**src/rtl/csum_guard_pkg.sv**
```systemverilog
package csum_guard_pkg;

  typedef enum logic [2:0] {
    ST_IDLE    = 3'd0,
    ST_RD_REQ  = 3'd1,
    ST_RD_WAIT = 3'd2,
    ST_EVAL    = 3'd3,
    ST_WR      = 3'd4
  } cg_state_e;

  typedef enum logic {
    OP_CHECK  = 1'b0,
    OP_UPDATE = 1'b1
  } cg_op_e;

endpackage

```
**src/rtl/csum_guard_acc.sv**
```systemverilog
module csum_guard_acc #(
  parameter int unsigned DW = 16
) (
  input  logic          clk,
  input  logic          rst_n,
  input  logic          clr_i,
  input  logic          add_i,
  input  logic [DW-1:0] word_i,
  output logic [DW-1:0] sum_o
);

  logic [DW-1:0] sum_q;

  always_ff @(posedge clk or negedge rst_n) begin
    if (!rst_n)     sum_q <= '0;
    else if (clr_i) sum_q <= '0;
    else if (add_i) sum_q <= sum_q + word_i;
  end

  assign sum_o = sum_q;

endmodule

```
**src/rtl/csum_guard_ctrl.sv**
```systemverilog
module csum_guard_ctrl
  import csum_guard_pkg::*;
#(
  parameter int unsigned AW        = 8,
  parameter int unsigned DW        = 16,
  parameter int unsigned CSUM_ADDR = 'h3F,
  parameter logic [DW-1:0] TARGET  = 16'hBABA
) (
  input  logic          clk,
  input  logic          rst_n,
  input  logic          start_i,
  input  logic          mode_i,
  input  logic [DW-1:0] sum_i,
  output logic          acc_clr_o,
  output logic          acc_add_o,
  output logic          done_o,
  output logic          img_ok_o,
  output logic          err_o,
  output logic          rd_req_valid_o,
  input  logic          rd_req_ready_i,
  output logic [AW-1:0] rd_req_addr_o,
  input  logic          rd_rsp_valid_i,
  output logic          rd_rsp_ready_o,
  input  logic          rd_rsp_err_i,
  output logic          wr_req_valid_o,
  input  logic          wr_req_ready_i
);

  localparam logic [AW-1:0] LAST_CHECK  = AW'(CSUM_ADDR);
  localparam logic [AW-1:0] LAST_UPDATE = (CSUM_ADDR == 0) ? '0 : AW'(CSUM_ADDR - 1);
  localparam bit            NO_PREFIX   = (CSUM_ADDR == 0);

  cg_state_e     state_q;
  cg_op_e        op_q;
  logic [AW-1:0] addr_q;
  logic [AW-1:0] last_addr;
  logic          rsp_take;

  assign last_addr = (op_q == OP_UPDATE) ? LAST_UPDATE : LAST_CHECK;
  assign rsp_take  = (state_q == ST_RD_WAIT) && rd_rsp_valid_i;

  always_ff @(posedge clk or negedge rst_n) begin
    if (!rst_n) begin
      state_q  <= ST_IDLE;
      op_q     <= OP_CHECK;
      addr_q   <= '0;
      done_o   <= 1'b0;
      img_ok_o <= 1'b0;
      err_o    <= 1'b0;
    end else begin
      done_o <= 1'b0;
      unique case (state_q)
        ST_IDLE: begin
          if (start_i) begin
            op_q     <= cg_op_e'(mode_i);
            addr_q   <= '0;
            img_ok_o <= 1'b0;
            err_o    <= 1'b0;
            state_q  <= (mode_i && NO_PREFIX) ? ST_WR : ST_RD_REQ;
          end
        end
        ST_RD_REQ: begin
          if (rd_req_ready_i) state_q <= ST_RD_WAIT;
        end
        ST_RD_WAIT: begin
          if (rd_rsp_valid_i) begin
            if (rd_rsp_err_i) begin
              err_o   <= 1'b1;
              done_o  <= 1'b1;
              state_q <= ST_IDLE;
            end else if (addr_q == last_addr) begin
              state_q <= (op_q == OP_UPDATE) ? ST_WR : ST_EVAL;
            end else begin
              addr_q  <= addr_q + 1'b1;
              state_q <= ST_RD_REQ;
            end
          end
        end
        ST_EVAL: begin
          img_ok_o <= (sum_i == TARGET);
          done_o   <= 1'b1;
          state_q  <= ST_IDLE;
        end
        ST_WR: begin
          if (wr_req_ready_i) begin
            img_ok_o <= 1'b1;
            done_o   <= 1'b1;
            state_q  <= ST_IDLE;
          end
        end
        default: state_q <= ST_IDLE;
      endcase
    end
  end

  assign acc_clr_o      = (state_q == ST_IDLE) && start_i;
  assign acc_add_o      = rsp_take && !rd_rsp_err_i;
  assign rd_req_valid_o = (state_q == ST_RD_REQ);
  assign rd_req_addr_o  = addr_q;
  assign rd_rsp_ready_o = (state_q == ST_RD_WAIT);
  assign wr_req_valid_o = (state_q == ST_WR);

  AST_DONE_SINGLE: assert property (@(posedge clk) disable iff (!rst_n)
    done_o |=> !done_o);
  AST_RD_HOLD: assert property (@(posedge clk) disable iff (!rst_n)
    rd_req_valid_o && !rd_req_ready_i |=> rd_req_valid_o && $stable(rd_req_addr_o));
  AST_WR_HOLD: assert property (@(posedge clk) disable iff (!rst_n)
    wr_req_valid_o && !wr_req_ready_i |=> wr_req_valid_o);
  AST_ERR_ABORT: assert property (@(posedge clk) disable iff (!rst_n)
    rd_rsp_valid_i && rd_rsp_ready_o && rd_rsp_err_i |=> done_o && err_o && !img_ok_o && !wr_req_valid_o && !rd_req_valid_o);
  AST_BUSY_START: assert property (@(posedge clk) disable iff (!rst_n)
    (state_q != ST_IDLE) && start_i |=> $stable(op_q));
  AST_FLAG_EXCL: assert property (@(posedge clk) disable iff (!rst_n)
    err_o |-> !img_ok_o);

endmodule

```
**src/rtl/csum_guard.sv**
```systemverilog
module csum_guard
  import csum_guard_pkg::*;
#(
  parameter int unsigned AW        = 8,
  parameter int unsigned DW        = 16,
  parameter int unsigned CSUM_ADDR = 'h3F,
  parameter logic [DW-1:0] TARGET  = 16'hBABA
) (
  input  logic          clk,
  input  logic          rst_n,
  input  logic          start_i,
  input  logic          mode_i,
  output logic          done_o,
  output logic          img_ok_o,
  output logic          err_o,
  output logic          rd_req_valid_o,
  input  logic          rd_req_ready_i,
  output logic [AW-1:0] rd_req_addr_o,
  input  logic          rd_rsp_valid_i,
  output logic          rd_rsp_ready_o,
  input  logic [DW-1:0] rd_rsp_data_i,
  input  logic          rd_rsp_err_i,
  output logic          wr_req_valid_o,
  input  logic          wr_req_ready_i,
  output logic [AW-1:0] wr_req_addr_o,
  output logic [DW-1:0] wr_req_data_o
);

  logic          acc_clr;
  logic          acc_add;
  logic [DW-1:0] sum;

  csum_guard_acc #(.DW(DW)) acc_i (
    .clk    (clk),
    .rst_n  (rst_n),
    .clr_i  (acc_clr),
    .add_i  (acc_add),
    .word_i (rd_rsp_data_i),
    .sum_o  (sum)
  );

  csum_guard_ctrl #(
    .AW(AW), .DW(DW), .CSUM_ADDR(CSUM_ADDR), .TARGET(TARGET)
  ) ctrl_i (
    .clk            (clk),
    .rst_n          (rst_n),
    .start_i        (start_i),
    .mode_i         (mode_i),
    .sum_i          (sum),
    .acc_clr_o      (acc_clr),
    .acc_add_o      (acc_add),
    .done_o         (done_o),
    .img_ok_o       (img_ok_o),
    .err_o          (err_o),
    .rd_req_valid_o (rd_req_valid_o),
    .rd_req_ready_i (rd_req_ready_i),
    .rd_req_addr_o  (rd_req_addr_o),
    .rd_rsp_valid_i (rd_rsp_valid_i),
    .rd_rsp_ready_o (rd_rsp_ready_o),
    .rd_rsp_err_i   (rd_rsp_err_i),
    .wr_req_valid_o (wr_req_valid_o),
    .wr_req_ready_i (wr_req_ready_i)
  );

  assign wr_req_addr_o = AW'(CSUM_ADDR);
  assign wr_req_data_o = TARGET - sum;

endmodule

```
**config.mk**
```make
export PLATFORM = sky130hd
export DESIGN_NAME = csum_guard
export DESIGN_NICKNAME = d
export VERILOG_FILES = /design/src/rtl/csum_guard_pkg.sv /design/src/rtl/csum_guard_acc.sv /design/src/rtl/csum_guard_ctrl.sv /design/src/rtl/csum_guard.sv
export SDC_FILE = /design/constraint.sdc
export NUM_CORES = 1
export LEC_CHECK = 0
export BUFFER_PORTS_ARGS = -buffer_cell sky130_fd_sc_hd__buf_2
export CORE_MARGIN = 5
export CORE_UTILIZATION = 50
export CTS_BUF_LIST = sky130_fd_sc_hd__clkbuf_2
export DETAILED_ROUTE_END_ITERATION = 8
export PLACE_DENSITY = 0.77
export SYNTH_ARGS = -nofsm -noshare
export SYNTH_HDL_FRONTEND = slang
export SYNTH_SLANG_ARGS = --single-unit
```
**constraint.sdc**
```tcl
create_clock -name clk -period 2.13 [get_ports clk]
set_clock_uncertainty 0.05 [all_clocks]
set_input_delay 0.5325 -clock clk [delete_from_list [all_inputs] [get_ports clk]]
set_output_delay 0.5325 -clock clk [all_outputs]
set_load 0.03 [all_outputs]
```
Word-level counts from Yosys, hierarchy flattened
Cells that the tools add are included.
Word-level totals
  ROM bits: 0
  memories: 0
  latch bits: 0
  RAM bits: 0
  input port bits: 24
  flip-flop bits (word level): 31
Cells by class
  bitwise logic cells: 0
  multipliers: 0
  equality and inequality tests: 13
  divide/modulo/power cells: 0
  reduce and logical (&&, ||, !) cells: 13
  muxes and demuxes: 26
  magnitude comparators: 0
  shift operators: 0
  add/sub/neg operators: 3
Operator list (count)
  16-bit two-way mux: 2
  8-bit two-way mux: 4
  3-bit two-way mux: 7
  16-bit adder: 1
  16-bit == test (second input constant): 1
  8-bit case mux with 2 select lines: 1
  16-bit subtractor (first input constant): 1
  3-bit case mux with 4 select lines: 1
  8-bit by 1-bit adder with 8-bit output (second input constant): 1
  8-bit == test: 1
  1-bit two-way mux: 8
  2-bit != test (second input constant): 4
  4-bit AND reduction: 2
  3-bit by 2-bit == test with 1-bit output (second input constant): 2
  2-bit by 1-bit != test with 1-bit output (second input constant): 3
  1-bit case mux with 3 select lines: 2
  5-bit AND reduction: 1
  2-bit nonzero test: 2
  3-bit by 1-bit == test with 1-bit output (second input constant): 1
  3-bit == test (second input constant): 1
  1-bit logical AND: 3
  3-bit zero test: 1
  3-bit AND reduction: 1
  3-bit nonzero test: 1
  3 further kinds: 3

Longest topological paths before layout
  word-level depth: 6
  mapped depth: 8
  depth with buffers taken out: 8

Cells and area by module
From an unflattened synthesis, not the netlist that was laid out.
Second synthesis, totals
  cell total of the unflattened synthesis: 309
  area total of the unflattened synthesis: 2798.9 um^2
Modules (own cells, without submodules)
  csum_guard_acc: area each 1463.9 um^2, cells each 154, instances 1
  csum_guard_ctrl: area each 970.9 um^2, cells each 101, instances 1
  csum_guard: area each 364.1 um^2, cells each 54, instances 1

Worst setup path after synthesis
OpenSTA, ideal clock, no wires.
  kind: register to output
  start point: register acc_i.sum_q[1] (netlist: acc_i.sum_o[1])
  end point: output port wr_req_data_o[12]
  cell stages (with the launch flop): 8
  arrival time: 1.936 ns
  path buffers: 0
  setup slack: -0.388 ns
  cells stage by stage: dfrtp_1 ha_1 o2111a_1 o21a_1 o21ai_1 nand2b_1 nand2_1 xor2_1
Between the ends
  word-level cells in the longest chain between the ends: 1
Ends and longest elaborated chain
  start, declared: RTL line csum_guard_acc.sv:12  | logic [DW-1:0] sum_q;
  start signal, assigned: RTL line csum_guard_acc.sv:17  | else if (add_i) sum_q <= sum_q + word_i;
  16-bit subtractor: RTL line csum_guard.sv:66  | assign wr_req_data_o = TARGET - sum;
  end, declared: RTL line csum_guard.sv:26  | output logic [DW-1:0] wr_req_data_o
Every way passes these cells.

Final worst setup path
  start point: register acc_i.sum_q[0] (netlist: acc_i.sum_o[0])
  end point: output port wr_req_data_o[12]
The elaborated chain is that of the path after synthesis.

==> key figures <==
Run status
  – Run status: complete, but fails checks
  – Failing checks: negative setup slack

Global route
  – GRT Util Overall: 21.8%
  – Initial antenna violation count: 0
  – First-pass GRT wire length: 11100 µm
  – Grt ovf: 0
  – Largest net degree at the start of global routing: 32
  – Vias in the first global route: 2523

Route
  – Vias per inst: 5.44
  – Final wirelength: 7000 µm
  – Via count: 2490
  – Routed wire per std cell: 15.3 µm
  – Drc violations: 0
  – Antenna viol nets, final: 0
  – DRT Pass-1 Iters: 5
  – DR iter-0 viols: 79

Clocking
  – # clock sinks: 31
  – Worst skew pair latency: 0.39 ns
  – CTS tree: done
  – CTS buffer count: 5
  – Hold Buf Count CTS: 0
  – Root Buffer: clkbuf_2
  – H-tree Lvls: 2
  – Reg clk slew, reported paths: 0.17 ns
  – Clock buffer depth: 2

Power and ir drop
  – Peak VDD IR: 0.000525 V
  – Pwr/cell area: 1140 nW/µm²
  – Leakage: 1.80 nW

Synth
  – Post-synth EDFFs: 0
  – Fraction of registers with async set/reset: 100%
  – Synthesized instance count: 282
  – Synth unique cells: 55
  – Seq/Total Area, Yosys: 31.2%
  – Post-synthesis register bit count: 31
  – Mapped Area: 2490 µm²
  – Yosys warning total: 0
  – Post-Syn Area per Cell: 8.82 µm²
  – Most used DFF post-synth: dfrtp_1

STA
  – FMAX: 365 MHz
  – Unrepaired setup endpoints after global routing: yes
  – Period Utilization, post-route: 129%
  – Max-slew headroom: 53.5%
  – Final hold viol count: 0
  – Max Slew Vio Count: 0
  – Tmin final: 2.74 ns
  – Final WS setup: -0.608 ns
  – TNS Setup: -7.40 ns
  – Worst-Margin Slew: 0.698 ns
  – Final setup vio count: 22

Setup path
  – R2r endpoint: acc_i.sum_o[10]$_DFFE_PN0P_
  – Crit Path Max Fanout: 2
  – Arr. time, crit path: 2.16 ns
  – Setup crit start kind: flop
  – R2R setup slack: -0.39 ns
  – Critical R2R Launch: acc_i.sum_o[0]$_DFFE_PN0P_
  – CP endpoint kind: output pin
  – Reg2reg path depth: 10
  – Crit Path Class: flop to output pin
  – CP required: 1.55 ns

Finish
  – Post-layout util: 75.4%
  – Layout Nets: 433
  – Commonest non-fill, non-tap cells in the layout: buf_4, buf_2, dfrtp_1
  – Diode count: 0
  – Multi-input logic area: 1880 µm²
  – Ratio of cells with drive above 1 in the final layout: 43.7%
  – Fillers: 346
  – Synthesis-to-layout area growth: 45.1%
  – Most common cell after layout, fill and taps aside: buf_4
  – Flip-flop and latch area: 782 µm²

Die
  – Io pins: 62
  – Core footprint: 4790 µm²
  – Die Span Y: 80.5 µm
  – Die X: 80.5 µm
  – Standard-cell row count: 25
  – Die footprint: 6480 µm²
  – Initial Utilization: 51.9%

Placement
  – Port bufs: 53
  – Final Wtd Congestion: 0.945
  – HPWL after detailed placement: 5130 µm

Job
  – Max cap viols: 0

Min path
  – Worst min-delay path category: input pin to async pin
[sequential cells by signal, indices dropped and copies added, names as in the netlist]
name	cells
acc_i.sum_o	16
ctrl_i.rd_req_addr_o	8
ctrl_i.state_q	3
ctrl_i.done_o	1
ctrl_i.err_o	1
ctrl_i.img_ok_o	1
ctrl_i.op_q	1
[cell usage after synthesis (2+ instances only)]
library cell	count	area [µm²]
buf_4	9	67.6
nor3_2	2	20.0
and3_1	3	18.8
nand4_1	5	31.3
nand2_1	27	101
nand3_1	20	100
nor2b_1	2	12.5
ha_1	18	225
nor3_1	4	20.0
a31oi_1	5	31.3
a21oi_1	16	80.1
and2_1	3	18.8
o21bai_1	3	22.5
nand2b_1	6	37.5
and4_1	2	17.5
clkbuf_1	4	15.0
mux2i_1	2	20.0
xor2_1	20	175
buf_2	2	10.0
o31ai_1	2	15.0
dfrtp_1	31	776
inv_1	4	15.0
o21ai_0	6	30.0
nor4_1	2	12.5
a31o_1	2	17.5
nand3b_1	2	15.0
conb_1	2	7.51
a211oi_1	2	15.0
a21o_1	10	75.1
o21ai_1	14	70.1
xnor2_1	13	114
nor2_1	16	60.1
[per-stage QoR]
step	area [µm²]	cells	hold WS (ns)	power [mW]	setup WS [ns]
detailed placement	3220	443	0.471	3.30	-0.300
finish	3610	458	0.105	4.10	-0.608
floorplan	2600	288	0.187	2.46	-0.119
global placement	3220	443	0.465	3.23	-0.267
CTS	3460	454	0.125	3.86	-0.569
global route	3610	458	0.130	4.37	-0.722
[logic make-up after synthesis]
family,share of synthesized area [%]
AOI/OAI and AO/OA,20.4
buffers and inverters,5.08
DFF,31.2
muxes,0.805
xor gates and xnor gates,11.6
and+or+nand+nor,20.7
other,0.302
adders and majority gates,9.86
[what timing repair did]
action	CTS	global route
setup endpoints to repair	23	28
pin swaps	14	15
resized for setup	42	26
setup buffers	4	8
[where the power goes]
group	internal (mW)	total [mW]	switching [mW]	leakage (nW)
sequential	0.739	0.952	0.213	0.415
clock	0.0895	0.300	0.211	0.0330
combinational	1.32	2.85	1.53	1.36
total	2.15	4.10	1.95	1.80
[how the worst max path moves through the flow]
stage,from,endpoint,slack [ns],depth (start not counted)
floorplan,acc_i.sum_o[1]$_DFFE_PN0P_,wr_req_data_o[12],-0.12,7
global placement,rd_rsp_data_i[0],acc_i.sum_o[14]$_DFFE_PN0P_,-0.27,9
detailed placement,rd_rsp_data_i[0],acc_i.sum_o[12]$_DFFE_PN0P_,-0.30,9
CTS,acc_i.sum_o[0]$_DFFE_PN0P_,wr_req_data_o[12],-0.57,8
global route,acc_i.sum_o[0]$_DFFE_PN0P_,wr_req_data_o[15],-0.72,9
finish,acc_i.sum_o[0]$_DFFE_PN0P_,wr_req_data_o[12],-0.61,8
[worst max-delay path, stage by stage (launching register included)]
cell and delay [ns]:
dfrtp_1 0.43, ha_2 0.20, o2111a_1 0.24, o21a_1 0.20
o21ai_2 0.14, nand2b_1 0.13, nand2_2 0.12, xor2_4 0.15
buf_6 0.15
[layer usage]
layer | vias to the layer above | track usage (%) | part of all wire (%)
li1 | 1212 | - | -
met1 | 1188 | 25.9 | 40
met2 | 78 | 39.0 | 52
met3 | 12 | 4.04 | 5.6
met4 | 0 | 7.94 | 1.7
met5 | - | 0 | 0
[layout make-up]
| type | count | share of cell area (%) |
|---|---|---|
| multi-input combinational | 236 | 52.1 |
| tap | 67 | 2.32 |
| clock buffer | 7 | 0.971 |
| sequential | 31 | 21.7 |
| inverter | 4 | 0.486 |
| clock inverter | 1 | 0.139 |
| timing repair buffer | 112 | 22.3 |
(Power assumes the default switching activity.)
